`config.mk`:
```
export PLATFORM = sky130hd
export DESIGN_NAME = i2c_ackstop_seq
export DESIGN_NICKNAME = d
export VERILOG_FILES = /design/src/rtl/i2cas_pkg.sv /design/src/rtl/i2cas_sync.sv /design/src/rtl/i2cas_baud.sv /design/src/rtl/i2cas_fsm.sv /design/src/rtl/i2c_ackstop_seq.sv
export SDC_FILE = /design/constraint.sdc
export NUM_CORES = 1
export LEC_CHECK = 0
export BUFFER_PORTS_ARGS = -buffer_cell sky130_fd_sc_hd__buf_2
export CAP_MARGIN = 20
export CORE_MARGIN = 2
export CORE_UTILIZATION = 52
export DETAILED_ROUTE_END_ITERATION = 8
export PLACE_DENSITY = 0.79
export SLEW_MARGIN = 20
export SYNTH_ARGS = -nofsm -noshare
export SYNTH_HDL_FRONTEND = slang
export SYNTH_HIERARCHICAL = 1
export SYNTH_SLANG_ARGS = --single-unit
```
`constraint.sdc`:
```
create_clock -name clk -period 2.2 [get_ports clk]
set_input_delay 0.11 -clock clk [delete_from_list [all_inputs] [get_ports clk]]
set_output_delay 0.11 -clock clk [all_outputs]
set_load 0.01 [all_outputs]
```
`src/rtl/i2cas_pkg.sv`:
```
package i2cas_pkg;

    typedef enum logic [3:0] {
        ST_IDLE,
        ST_ACK_LOW,
        ST_ACK_REL,
        ST_ACK_HIGH,
        ST_STP_SDA,
        ST_STP_LOW,
        ST_STP_REL,
        ST_STP_HIGH,
        ST_STP_FREE,
        ST_STP_TAIL
    } seq_state_e;

    typedef struct packed {
        logic scl_low;
        logic sda_low;
    } bus_drive_t;

    // Line pull-down pattern for each phase of the two sequences.
    function automatic bus_drive_t phase_drive(seq_state_e st, logic hold_scl, logic ack_bit);
        bus_drive_t d;
        d.scl_low = 1'b0;
        d.sda_low = 1'b0;
        case (st)
            ST_IDLE:     d.scl_low = hold_scl;
            ST_ACK_LOW:  begin d.scl_low = 1'b1; d.sda_low = ~ack_bit; end
            ST_ACK_REL,
            ST_ACK_HIGH: d.sda_low = ~ack_bit;
            ST_STP_SDA,
            ST_STP_LOW:  begin d.scl_low = 1'b1; d.sda_low = 1'b1; end
            ST_STP_REL,
            ST_STP_HIGH: d.sda_low = 1'b1;
            default:     d = '0;
        endcase
        return d;
    endfunction

endpackage

```
`src/rtl/i2cas_sync.sv`:
```
module i2cas_sync #(
    parameter int W = 2
) (
    input  logic         clk,
    input  logic         rst,
    input  logic [W-1:0] d,
    output logic [W-1:0] q
);
    logic [W-1:0] stage1;

    always_ff @(posedge clk) begin
        if (rst) begin
            stage1 <= '1;
            q      <= '1;
        end else begin
            stage1 <= d;
            q      <= stage1;
        end
    end
endmodule

```
`src/rtl/i2cas_baud.sv`:
```
module i2cas_baud #(
    parameter int RW = 8
) (
    input  logic          clk,
    input  logic          rst,
    input  logic          load,
    input  logic [RW-1:0] reload,
    output logic          zero
);
    localparam logic [RW-1:0] MIN_RELOAD = RW'(1);

    logic [RW-1:0] cnt;
    logic [RW-1:0] eff;

    assign eff  = (reload == '0) ? MIN_RELOAD : reload;
    assign zero = (cnt == '0);

    always_ff @(posedge clk) begin
        if (rst)            cnt <= '0;
        else if (load)      cnt <= eff;
        else if (cnt != '0) cnt <= cnt - MIN_RELOAD;
    end
endmodule

```
`src/rtl/i2cas_fsm.sv`:
```
module i2cas_fsm
    import i2cas_pkg::*;
(
    input  logic       clk,
    input  logic       rst,
    input  logic       ack_en,
    input  logic       stop_en,
    input  logic       ack_bit,
    input  logic       scl_s,
    input  logic       sda_s,
    input  logic       zero,
    output logic       load,
    output logic       ack_done,
    output logic       stop_done,
    output logic       stop_seen,
    output bus_drive_t drv
);
    seq_state_e state, nxt;
    logic       hold_scl;

    always_comb begin
        nxt       = state;
        load      = 1'b0;
        ack_done  = 1'b0;
        stop_done = 1'b0;
        stop_seen = 1'b0;
        case (state)
            ST_IDLE: begin
                if (ack_en) begin
                    nxt  = ST_ACK_LOW;
                    load = 1'b1;
                end else if (stop_en && !scl_s) begin
                    nxt = ST_STP_SDA;
                end
            end
            ST_ACK_LOW:  if (zero) nxt = ST_ACK_REL;
            ST_ACK_REL:  if (scl_s) begin nxt = ST_ACK_HIGH; load = 1'b1; end
            ST_ACK_HIGH: if (zero) begin nxt = ST_IDLE; ack_done = 1'b1; end
            ST_STP_SDA:  if (!sda_s) begin nxt = ST_STP_LOW; load = 1'b1; end
            ST_STP_LOW:  if (zero) nxt = ST_STP_REL;
            ST_STP_REL:  if (scl_s) begin nxt = ST_STP_HIGH; load = 1'b1; end
            ST_STP_HIGH: if (zero) nxt = ST_STP_FREE;
            ST_STP_FREE: if (sda_s && scl_s) begin
                nxt       = ST_STP_TAIL;
                load      = 1'b1;
                stop_seen = 1'b1;
            end
            ST_STP_TAIL: if (zero) begin nxt = ST_IDLE; stop_done = 1'b1; end
            default:     nxt = ST_IDLE;
        endcase
    end

    always_ff @(posedge clk) begin
        if (rst) begin
            state    <= ST_IDLE;
            hold_scl <= 1'b0;
        end else begin
            state <= nxt;
            if (ack_done)       hold_scl <= 1'b1;
            else if (stop_done) hold_scl <= 1'b0;
        end
    end

    assign drv = phase_drive(state, hold_scl, ack_bit);
endmodule

```
`src/rtl/i2c_ackstop_seq.sv`:
```
module i2c_ackstop_seq
    import i2cas_pkg::*;
#(
    parameter int RW = 8,
    parameter int DW = 8
) (
    input  logic          clk,
    input  logic          rst,
    input  logic [RW-1:0] reload,
    input  logic          ack_go,
    input  logic          ack_val,
    input  logic          stop_go,
    input  logic          buf_wr,
    input  logic [DW-1:0] buf_wdata,
    input  logic          irq_clr,
    input  logic          wcol_clr,
    input  logic          start_seen,
    input  logic          scl_in,
    input  logic          sda_in,
    output logic          scl_drive_low,
    output logic          sda_drive_low,
    output logic          ack_busy,
    output logic          stop_busy,
    output logic          irq,
    output logic          stop_det,
    output logic          wcol,
    output logic [DW-1:0] buf_data
);
    localparam int NLINES = 2;

    logic [NLINES-1:0] line_s;
    logic              zero, load, ack_done, stop_done, stop_seen;
    logic              ack_bit, busy;
    bus_drive_t        drv;

    i2cas_sync #(.W(NLINES)) u_sync (
        .clk (clk),
        .rst (rst),
        .d   ({scl_in, sda_in}),
        .q   (line_s)
    );

    i2cas_baud #(.RW(RW)) u_baud (
        .clk    (clk),
        .rst    (rst),
        .load   (load),
        .reload (reload),
        .zero   (zero)
    );

    i2cas_fsm u_fsm (
        .clk       (clk),
        .rst       (rst),
        .ack_en    (ack_busy),
        .stop_en   (stop_busy),
        .ack_bit   (ack_bit),
        .scl_s     (line_s[1]),
        .sda_s     (line_s[0]),
        .zero      (zero),
        .load      (load),
        .ack_done  (ack_done),
        .stop_done (stop_done),
        .stop_seen (stop_seen),
        .drv       (drv)
    );

    assign busy          = ack_busy | stop_busy;
    assign scl_drive_low = drv.scl_low;
    assign sda_drive_low = drv.sda_low;

    always_ff @(posedge clk) begin
        if (rst) begin
            ack_busy  <= 1'b0;
            stop_busy <= 1'b0;
            ack_bit   <= 1'b0;
            irq       <= 1'b0;
            stop_det  <= 1'b0;
            wcol      <= 1'b0;
            buf_data  <= '0;
        end else begin
            if (ack_done)                ack_busy <= 1'b0;
            else if (ack_go && !ack_busy) begin
                ack_busy <= 1'b1;
                ack_bit  <= ack_val;
            end

            if (stop_done)    stop_busy <= 1'b0;
            else if (stop_go) stop_busy <= 1'b1;

            if (ack_done || stop_done) irq <= 1'b1;
            else if (irq_clr)          irq <= 1'b0;

            if (stop_seen)       stop_det <= 1'b1;
            else if (start_seen) stop_det <= 1'b0;

            if (buf_wr && busy)  wcol <= 1'b1;
            else if (wcol_clr)   wcol <= 1'b0;

            if (buf_wr && !busy) buf_data <= buf_wdata;
        end
    end
endmodule

```
Yosys cells after proc, flatten, opt, wreduce, memory -nomap -nowiden --
Cells that the tools add are included.
Word-level totals: bits in registers 31, output and inout bits 15, word-level logic and storage cells 94
Operators by class: $add $sub $neg 1, equality and inequality tests 18, mux-type cells 33, bitwise logic cells 3, reductions and logical operators 27
Operators with widths (number):
- 2-to-1 mux 4 bit | 10
- one-hot mux 4 bit (9 select lines) | 1
- 2-to-1 mux 8 bit | 3
- == test 4 x 3 -> 1 bit (second input constant) | 4
- zero test 8 bit | 2
- 2-to-1 mux 1 bit | 16
- inequality test 2 bit (second input constant) | 6
- nonzero test 2 bit | 5
- AND reduction 9 bit | 1
- == test 4 x 2 -> 1 bit (second input constant) | 2
- == test 4 bit (second input constant) | 2
- nonzero test 8 bit | 1
- OR reduction 2 bit | 4
- subtractor 8 x 1 -> 8 bit (second input constant) | 1
- OR reduction 3 bit | 2
- logical AND 1 bit | 5
- == test 4 x 1 -> 1 bit (second input constant) | 1
- zero test 4 bit | 1
- inequality test 2 x 1 -> 1 bit (second input constant) | 2
- one-hot mux 1 bit (2 select lines) | 2
- one-hot mux 1 bit (4 select lines) | 1
- OR reduction 4 bit | 1
- zero test 1 bit | 3
- inequality test 3 x 2 -> 1 bit (second input constant) | 1
- other kinds (4) | 5

Logic depth before layout (Yosys ltp) --
Gate-level depths: netlist of the first run.
depth in word-level cells 5, depth in mapped cells 9

By module --
The synthesis of the first run kept the hierarchy.
By module, submodules not included:
- i2c_ackstop_seq | instances 1, cells an instance 59, area each 586.8 µm², seq. area each 280.3 µm²
- i2cas_baud | instances 1, cells an instance 57, area each 481.7 µm², seq. area each 160.2 µm²
- i2cas_fsm | instances 1, cells an instance 56, area each 412.9 µm², seq. area each 100.1 µm²
- i2cas_sync | instances 1, cells an instance 8, area each 105.1 µm², seq. area each 80.1 µm²

Worst setup path after synthesis of the first run --
No wires, ideal clock.
path type register to register, start point reg u_baud.cnt[0], end point reg ack_bit, setup time 0.125 ns, arrival 1.849 ns, data required time 2.075 ns, setup slack 0.226 ns, cell stages (with the launch flop) 10, buffers on the path 1, cell sequence dfxtp_1 -> inv_1 -> ha_1 -> nor4b_1 -> and2_1 -> buf_4 -> nand2_1 -> nor3b_1 -> nor3b_1 -> mux2i_1
On the way: word-level cells in the longest chain between the ends 5
Ends and longest elaborated chain:
- start: declaration | RTL line i2cas_baud.sv:12 | logic [RW-1:0] cnt;
- start signal: assignment | RTL line i2cas_baud.sv:21 | else if (cnt != '0) cnt <= cnt - MIN_RELOAD;
- zero test 8 bit | RTL line i2cas_baud.sv:16 | assign zero = (cnt == '0);
- named net zero | RTL line i2c_ackstop_seq.sv:32 | logic zero, load, ack_done, stop_done, stop_seen;
- 2-to-1 mux 1 bit | RTL line i2cas_fsm.sv:38 | ST_ACK_HIGH: if (zero) begin nxt = ST_IDLE; ack_done = 1'b1; end
- 2-to-1 mux 1 bit | RTL line i2cas_fsm.sv:27 | case (state)
- named net ack_done | RTL line i2c_ackstop_seq.sv:32
- NOT 1 bit (no source line)
- AND reduction 2 bit (no source line)
- end signal: assignment | RTL line i2c_ackstop_seq.sv:84 | ack_bit <= ack_val;
- end: declaration | RTL line i2c_ackstop_seq.sv:33 | logic ack_bit, busy;
The timed path passes the listed nets, and every way through them passes these cells. A chain may end at the register's enable or synchronous reset.

Worst setup path after layout of the first run --
Ends and elaborated chain as after synthesis.

==> results of run 1 <==
## path summary, 6_finish.rpt
path	startpoint	to	slack [ns]	cells after the start
setup / recovery	u_baud/cnt[0]	ack_bit	0.21	8
hold / removal	reload[1]	u_baud/cnt[1]	0.03	3
setup reg to reg	u_baud/cnt[0]	ack_bit	0.21	8
hold reg to reg	u_sync/stage1[0]	u_sync/q[0]	0.41	1
## cell usage after synthesis, drive strengths merged (2+ instances only)
library cell | count | area (um2)
dfxtp | 31 | 621
nand2b | 22 | 138
a21oi | 12 | 63.8
inv | 11 | 41.3
nor2 | 11 | 48.8
nand2 | 10 | 37.5
mux2i | 9 | 90.1
nor3 | 8 | 40.0
buf | 7 | 48.8
or2 | 6 | 37.5
xnor2 | 4 | 35.0
a221oi | 3 | 26.3
a31oi | 3 | 18.8
clkbuf | 3 | 11.3
nor3b | 3 | 27.5
o32ai | 3 | 33.8
a21o | 2 | 15.0
and2 | 2 | 12.5
nand3b | 2 | 15.0
nor4 | 2 | 12.5
o21ai | 2 | 10.0
o21bai | 2 | 15.0
o31ai | 2 | 15.0
or4 | 2 | 18.8
## cell families after synthesis
family | after synthesis | synth area share (%)
adders and majority gates | 1 | 0.789
buffers and inverters | 21 | 6.39
AOI/OAI and AO/OA | 37 | 16.6
muxes | 10 | 6.39
and+or+nand+nor | 75 | 27.9
DFF | 31 | 39.1
xor gates and xnor gates | 5 | 2.76
## per-stage QoR
step           total power, W  instances  setup slack [ns]  hold slack [ns]  utilization [%]
2_1_floorplan         0.00153        180             0.226            0.172                -
3_3_place_gp          0.00175        251             0.206            0.287             61.3
3_5_place_dp          0.00176        251            0.0239            0.292             61.3
4_1_cts               0.00208        261             0.131           0.0211             63.8
5_1_grt               0.00226        261            0.0536           0.0123             64.0
6_report              0.00209        261             0.205           0.0293             64.0
## critical path: stages (launching register included)
cell and delay, ns:
dfxtp_1 0.33, inv_1 0.08, ha_1 0.23, nor4b_2 0.26
and2_1 0.27, nand2_1 0.18, nor3b_2 0.30, nor3b_1 0.10
mux2i_1 0.13
## repair_timing
action / 4_1_cts / 5_1_grt
gates cloned: 0 / 0
setup buffers: 0 / 0
gates resized for setup: 1 / 1
endpoints found under the hold margin: 2 / 0
hold buffers: 2 / 0
endpoints found under the setup margin: 1 / 1
## sequential cells by signal (all words and copies together) (netlist names)
| name | count |
|---|---|
| u_baud/cnt | 8 |
| u_sync/q | 2 |
| ack_bit | 1 |
| buf_data | 8 |
| wcol | 1 |
| u_fsm/state | 4 |
| stop_det | 1 |
| u_fsm/hold_scl | 1 |
| irq | 1 |
| stop_busy | 1 |
| u_sync/stage1 | 2 |
| ack_busy | 1 |
## power by group through the flow
| stage | combinational [W] | sequential (W) | clock, W |
|---|---|---|---|
| floorplan | 0.000757 | 0.000768 | 0 |
| global placement | 0.000938 | 0.000814 | 0 |
| detailed placement | 0.000950 | 0.000815 | 0 |
| CTS | 0.000962 | 0.000804 | 0.000314 |
| global route | 0.00109 | 0.000830 | 0.000347 |
| finish | 0.000969 | 0.000811 | 0.000306 |
## layer usage
| layer | vias to the layer above | track usage (%) | routed length, um |
|---|---|---|---|
| li1 | 727 | - | - |
| met1 | 630 | 27.0 | 1510 |
| met2 | 34 | 32.2 | 1540 |
| met3 | 5 | 5.24 | 145 |
| met4 | 0 | 9.74 | 51 |
| met5 | - | 0 | 0 |
## final cells by class
type | instances | area [um2] | share of cell area (%)
repair buffers | 50 | 278 | 14.6
clock buffers | 7 | 45.0 | 2.36
multi-input cells | 128 | 876 | 45.9
inverters | 11 | 41.3 | 2.17
clock inverters | 1 | 5.00 | 0.262
flip-flops and latches | 31 | 621 | 32.5
well taps | 33 | 41.3 | 2.17
==> results_dict.tcl, run 1 <==
set metrics [dict create \
    dp_hpwl_um 2270 \
    fill_cells 276 \
    cts_tree "done" \
    num_rows 20 \
    max_freq_mhz 501 \
    grt_pass1_wl_um 5500 \
    critPathMaxFanout 5 \
    routabilityCongestion 0.823 \
    fin_worst_skew_ns 0.00374 \
    finalCritPeriodShare_pct 90.7 \
    start_util_pct 53.3 \
    p_sw_w 0.000803 \
    crit_type "flip-flop to flip-flop" \
    cts_made_buffers 5 \
    tns_ns 0 \
    clock_latency_ns 0.32 \
    wl_per_cell_um 12.4 \
    die_h_um 59.2 \
    maxSlewHeadroom_pct 57.5 \
    h-tree-depth 2 \
    synth-seq-cells 31 \
    ys.flop_type "dfxtp_1" \
    drtAntennaViolNets 0 \
    finalMaxSlewViolations 0 \
    antenna_cells 0 \
    drt_wl_total_um 3240 \
    path_clk_slew_ns 0.09 \
    layout_commonest_cell "buf_2" \
    postLayoutCellArea_mm2 0.00191 \
    p_clk_share_pct 14.7 \
    switching_share_pct 38.5 \
    syn_area_mm2 0.00159 \
    track_usage_pct 20.8 \
    final_net_count 255 \
    min_period_ns 1.99 \
    hp-class "input pin to flip-flop" \
    die_w_um 59.2 \
    ioPinCount 42 \
    status "finished clean" \
    cts_root_buf "clkbuf_4" \
    tightest_slew_ns 0.638 \
    route.detailed.drc 0 \
    drt_iter0_markers 81 \
    num_vias 1396 \
    antenna_found_initial 0 \
    hold_viol 0 \
    drt_first_pass_iters 4 \
    grt_overflow 0 \
    syn_area_per_cell_um2 8.81 \
    syn2layout_area_growth_pct 20.2 \
    cts_max_path_buffers 2 \
    cap_violations 0 \
    cp.required_ns 2.41 \
    cp-end-kind "flip-flop" \
    ys_seq_area_share_pct 39.1 \
    combinationalPowerShare_pct 46.5 \
    seq_power_share_pct 38.9 \
    dieArea_mm2 0.00351 \
    drive_gt1_share_pct 28.1 \
    final_cell_mix "buf_2, dfxtp_1, nand2b_1, a21oi_1, inv_1" \
    synth_warnings 6 \
    cts.sinks 31 \
    leakagePower_nw 0.825 \
    async_reset_ff_share_pct 0 \
    arrival_ns 2.21 \
    numPortBuffers 41 \
    powerDensity_mw_per_mm2 1090 \
    synth_edf_count 0 \
    ys_types 52 \
    rsz0062_at_grt "false" \
    p_int_w 0.00128 \
    core_area_mm2 0.00298 \
    grt_pass1_vias 1283 \
    syn-instance-count 180 \
    grt_max_degree 43 \
    routed_via_density 5.35 \
    placed_cell_area_mm2 0.00183 \
    ir_drop_uv 627 \
    start_kind "flip-flop" \
    setup_violations 0 \
    syn-num-nets 208 \
]
(Power assumes the default switching activity.)
==> inputs of run 2 (changes only) <==
--- a/config.mk
+++ b/config.mk
@@ -10,7 +10,7 @@
 export CORE_MARGIN = 2
 export CORE_UTILIZATION = 52
 export DETAILED_ROUTE_END_ITERATION = 8
-export PLACE_DENSITY = 0.79
+export PLACE_DENSITY = 0.9
 export SLEW_MARGIN = 20
 export SYNTH_ARGS = -nofsm -noshare
 export SYNTH_HDL_FRONTEND = slang
==> results_dict.tcl, run 2 (synthesis results as in run 1) <==
set metrics [dict create \
    ir_drop_uv 863 \
    hp-class "input pin to flip-flop" \
    path_clk_slew_ns 0.09 \
    drt_iter0_markers 45 \
    maxSlewHeadroom_pct 59.7 \
    setup_ws_ns 0.138 \
    start_kind "flip-flop" \
    route.detailed.drc 0 \
    num_rows 20 \
    cp.required_ns 2.43 \
    placed_cell_area_mm2 0.00181 \
    wl_per_cell_um 12.4 \
    cts_max_path_buffers 2 \
    grt_overflow 0 \
    numPortBuffers 41 \
    cp_slowest_stage_delay_ns 0.36 \
    fin_worst_skew_ns 0.00447 \
    layout_commonest_cell "buf_2" \
    r2r_cells 8 \
    leakagePower_nw 0.816 \
    critPathMaxFanout 5 \
    grt_max_degree 43 \
    start_util_pct 53.3 \
    cap_violations 0 \
    cts_tree "done" \
    finalMaxSlewViolations 0 \
    cts_made_buffers 5 \
    track_usage_pct 19.9 \
    die_w_um 59.2 \
    powerDensity_mw_per_mm2 1130 \
    rsz0062_at_grt "false" \
    final_cell_mix "buf_2, dfxtp_1, nand2b_1, a21oi_1" \
    dieArea_mm2 0.00351 \
    dp_slack_ns 0.127 \
    drt_first_pass_iters 4 \
    grt_pass1_wl_um 5220 \
    reg_top3 "buf_data x8, u_baud/cnt x8, u_fsm/state x4" \
    arrival_ns 2.29 \
    core_area_mm2 0.00298 \
    cpMaxStageDelayCell "dfxtp_1" \
    drt_wl_total_um 3210 \
    dp_hpwl_um 2320 \
    setup_violations 0 \
    crit_chain "inv_1 -> ha_1 -> nor4b_2 -> and2_1 -> nor2b_1 -> a21oi_1 -> o22ai_1 -> mux2_2" \
    status "finished clean" \
    cts.sinks 31 \
    syn2layout_area_growth_pct 20.3 \
    drive_gt1_share_pct 27.9 \
    num_vias 1433 \
    antenna_cells 0 \
    grt_pass1_vias 1237 \
    drtAntennaViolNets 0 \
    cp-end-kind "flip-flop" \
    finalCritPeriodShare_pct 93.7 \
    postLayoutCellArea_mm2 0.00191 \
    tns_ns 0 \
    antenna_found_initial 0 \
    max_freq_mhz 485 \
    holdPathStages 3 \
    crit_type "flip-flop to flip-flop" \
    tightest_slew_ns 0.604 \
    final_net_count 253 \
    routed_via_density 5.53 \
    die_h_um 59.2 \
    routabilityCongestion 0.870 \
    h-tree-depth 2 \
    ioPinCount 42 \
    hold_viol 0 \
    min_period_ns 2.06 \
    cts_root_buf "clkbuf_4" \
    clock_latency_ns 0.33 \
]
## run 2: final cells by class
| type | count | area (um2) |
|---|---|---|
| Inverter | 11 | 45.0 |
| Multi-Input combinational cell | 128 | 871 |
| Sequential cell | 31 | 621 |
| Fill cell | 236 | 1070 |
| Tap cell | 33 | 41.3 |
| Timing Repair Buffer | 48 | 263 |
| Clock buffer | 8 | 68.8 |
## run 2: metrics by stage
stage | utilization (%) | power [W] | std cells | hold WS, ns
final | 64.1 | 0.00216 | 259 | 0.0234
after floorplan | - | 0.00153 | 180 | 0.172
after detailed placement | 60.8 | 0.00177 | 249 | 0.298
after CTS | 63.8 | 0.00214 | 259 | 0.0194
after global placement | 60.8 | 0.00173 | 249 | 0.287
after global routing | 64.1 | 0.00233 | 259 | 0.0170
## run 2: final timing paths
path	endpoint	from	slack [ns]
setup / recovery	u_fsm/state[2]	u_baud/cnt[0]	0.14
hold / removal	buf_data[7]	buf_wdata[7]	0.02
setup reg to reg	u_fsm/state[2]	u_baud/cnt[0]	0.14
hold reg to reg	u_sync/q[1]	u_sync/stage1[1]	0.41
## run 2: where the power goes
part / total, W / internal [W] / switching, W
sequential: 0.000806 / 0.000670 / 0.000136
clock: 0.000374 / 0.000188 / 0.000186
combinational: 0.000981 / 0.000479 / 0.000502
total: 0.00216 / 0.00134 / 0.000825
## run 2: metal layers
metal	vias to the layer above	share of wire (%)	track usage [%]
met5	-	0	0
met4	0	1.9	9.74
met3	8	5.4	4.59
met2	39	51	33.3
met1	670	42	23.9
li1	716	-	-
## run 2: repair_timing
item                                    CTS  global route
gates resized for setup                   0             2
setup buffers                             0             0
endpoints found under the hold margin     2             0
hold buffers                              2             0
endpoints found under the setup margin    0             3
## run 2: critical path: cells and delay by family (launching register included)
kind,cells,cell delay (ns)
AO/OA/AOI/OAI,2,0.30
buffers and inverters,1,0.08
flip-flops,1,0.36
AND/OR/NAND/NOR,3,0.64
adder cells (fa/ha/maj),1,0.25
multiplexers,1,0.35
==> inputs of run 3 (changes only) <==
--- a/config.mk
+++ b/config.mk
@@ -5,10 +5,11 @@
 export SDC_FILE = /design/constraint.sdc
 export NUM_CORES = 1
 export LEC_CHECK = 0
+export ABC_AREA = 1
 export BUFFER_PORTS_ARGS = -buffer_cell sky130_fd_sc_hd__buf_2
 export CAP_MARGIN = 20
 export CORE_MARGIN = 2
-export CORE_UTILIZATION = 52
+export CORE_UTILIZATION = 53
 export DETAILED_ROUTE_END_ITERATION = 8
 export PLACE_DENSITY = 0.9
 export SLEW_MARGIN = 20
==> results_dict.tcl, run 3 <==
set metrics [dict create \
    ys_seq_area_share_pct 36.0 \
    setup_violations 0 \
    postCtsSetupBuffers 0 \
    routed_via_density 4.95 \
    switching_share_pct 46.8 \
    p_sw_w 0.00112 \
    ys_types 28 \
    cap_violations 0 \
    hp-class "input pin to flip-flop" \
    tns_ns 0 \
    yosys.area.top_type "dfxtp_1" \
    final_cells 349 \
    grt_max_degree 19 \
    cts_root_buf "clkbuf_4" \
    final_cell_mix "nand2_1, nor2_1, buf_2, inv_1, dfxtp_1" \
    final_net_count 332 \
    leakagePower_nw 1.06 \
    async_reset_ff_share_pct 0 \
    synth_commonest_cells "nand2_1, nor2_1, inv_1, dfxtp_1, a21oi_1" \
    start_util_pct 56.0 \
    antenna_cells 0 \
    die_w_um 61.0 \
    cp.required_ns 2.42 \
    combinationalPowerShare_pct 51.9 \
    netlist.area_leader.share_pct 36.0 \
    crit_type "flip-flop to flip-flop" \
    finalCritPeriodShare_pct 91.0 \
    cp_slowest_stage_delay_ns 0.44 \
    synth_edf_count 0 \
    numPortBuffers 41 \
    synth_most_common_cell "nand2_1" \
    ir_drop_uv 486 \
    tightest_slew_ns 0.385 \
    synth-seq-cells 31 \
    syn-num-nets 286 \
    syn2layout_area_growth_pct 17.6 \
    postLayoutCellArea_mm2 0.00203 \
    crit_chain "nor2_8 -> nand3_1 -> o22ai_1 -> nor2_1 -> inv_1 -> inv_1 -> or2_2 -> nand3_1 -> nor2_1" \
    cpMaxStageDelayCell "dfxtp_1" \
    cts_max_path_buffers 2 \
    arrival_ns 2.22 \
    synth_warnings 6 \
    syn-instance-count 258 \
    drt_wl_total_um 3800 \
    status "finished clean" \
    cp-end-kind "flip-flop" \
    clock_latency_ns 0.34 \
    grt_pass1_wl_um 6330 \
    wl_per_cell_um 10.9 \
    powerDensity_mw_per_mm2 1180 \
    antenna_found_initial 0 \
    fin_worst_skew_ns 0.00891 \
    cts.sinks 31 \
    drt_iter0_markers 71 \
    drt_first_pass_iters 4 \
    cts_tree "done" \
    max_freq_mhz 499 \
    layout_commonest_cell "nand2_1" \
    route.detailed.drc 0 \
    core_area_mm2 0.00308 \
    finalMaxSlewViolations 0 \
    drtAntennaViolNets 0 \
    reg_top3 "buf_data x8, u_baud/cnt x8, u_fsm/state x4" \
    min_period_ns 2.00 \
    ioPinCount 42 \
    seq_power_share_pct 34.2 \
    p_int_w 0.00128 \
    rsz0062_at_grt "false" \
    maxSlewHeadroom_pct 74.3 \
    start_kind "flip-flop" \
    die_h_um 61.0 \
    num_vias 1728 \
    critPathMaxFanout 11 \
    cts_made_buffers 5 \
    grt_overflow 0 \
    power_w 0.00240 \
    grt_pass1_vias 1552 \
    placed_cell_area_mm2 0.00192 \
    dp_hpwl_um 2880 \
    num_rows 20 \
    ys.flop_type "dfxtp_1" \
    syn_area_mm2 0.00172 \
    routabilityCongestion 1.02 \
    h-tree-depth 2 \
    drive_gt1_share_pct 23.3 \
    dieArea_mm2 0.00372 \
    place_inst 336 \
    syn_area_per_cell_um2 6.68 \
    track_usage_pct 23.0 \
    p_clk_share_pct 13.8 \
    path_clk_slew_ns 0.10 \
    ys_top_cells_by_area "dfxtp_1, nand2_1, nor2_1, inv_1, a21oi_1" \
    hold_viol 0 \
]
-- run 3: cell count changes in the layout (fill, tap and decap cells not counted), moves of 7 or more --
cell      before  now
mux2i_1        9    0
inv_1         10   35
nor2_2         0    7
nor2_1        10   42
nand3_1        0   13
nand2_1       10   57
a21oi_1       11   20
nand2b_1      22    0
-- run 3: final cells by class --
cell class              count  area [um2]
clock buffers               6        41.3
clock inverters             2        12.5
fillers                   288        1050
inverters                  40         150
multi-input cells         180         892
flip-flops and latches     31         621
well taps                  44        55.1
repair buffers             46         255
-- run 3: cells by family after synthesis --
family	after synthesis	synth area share [%]
buffers and inverters	47	12.2
flip-flops	31	36.0
XOR/XNOR	1	0.508
AO/OA/AOI/OAI	33	10.4
AND/OR/NAND/NOR	145	40.2
adder cells (fa/ha/maj)	1	0.726
-- run 3: stage by stage --
step	setup slack (ns)	hold WS, ns	utilization [%]
after floorplan	0.632	0.179	-
after global placement	0.311	0.286	62.5
after detailed placement	0.257	0.296	62.5
after CTS	0.230	0.0119	65.9
after global routing	0.0181	0.00880	65.9
final	0.198	0.0218	65.9
-- run 3: final timing paths --
path,from,endpoint,slack (ns),depth (start not counted)
hold reg to reg,u_sync/stage1[0],u_sync/q[0],0.42,2
hold / removal,reload[7],u_baud/cnt[7],0.02,3
setup / recovery,u_fsm/state[1],u_baud/cnt[4],0.20,9
setup reg to reg,u_fsm/state[1],u_baud/cnt[4],0.20,9
-- run 3: worst max-delay path: cells and delay by family, from the launching register on --
| kind | cells | cell delay (ns) |
|---|---|---|
| buf+inv | 2 | 0.46 |
| simple gates | 6 | 0.83 |
| compound gates | 1 | 0.15 |
| flops | 1 | 0.44 |
-- run 3: what timing repair did --
item / 4_1_cts / 5_1_grt
hold buffers: 5 / 0
resized for setup: 0 / 0
hold endpoints to repair: 5 / 0
-- run 3: metal layers --
| layer | vias up | part of all wire, % | GRT usage (%) | routed length [um] |
|---|---|---|---|---|
| met5 | - | 0 | 0 | 0 |
| met2 | 75 | 47 | 39.3 | 1780 |
| met4 | 0 | 1.7 | 9.01 | 63 |
| met1 | 742 | 44 | 28.6 | 1690 |
| li1 | 903 | - | - | - |
| met3 | 8 | 7.0 | 4.41 | 266 |
-- run 3: power groups by stage --
stage | registers, W | logic, W | clock network [W]
floorplan | 0.000798 | 0.00104 | 0
global placement | 0.000827 | 0.00120 | 0
detailed placement | 0.000831 | 0.00123 | 0
CTS | 0.000819 | 0.00124 | 0.000343
global route | 0.000841 | 0.00142 | 0.000368
finish | 0.000820 | 0.00124 | 0.000332
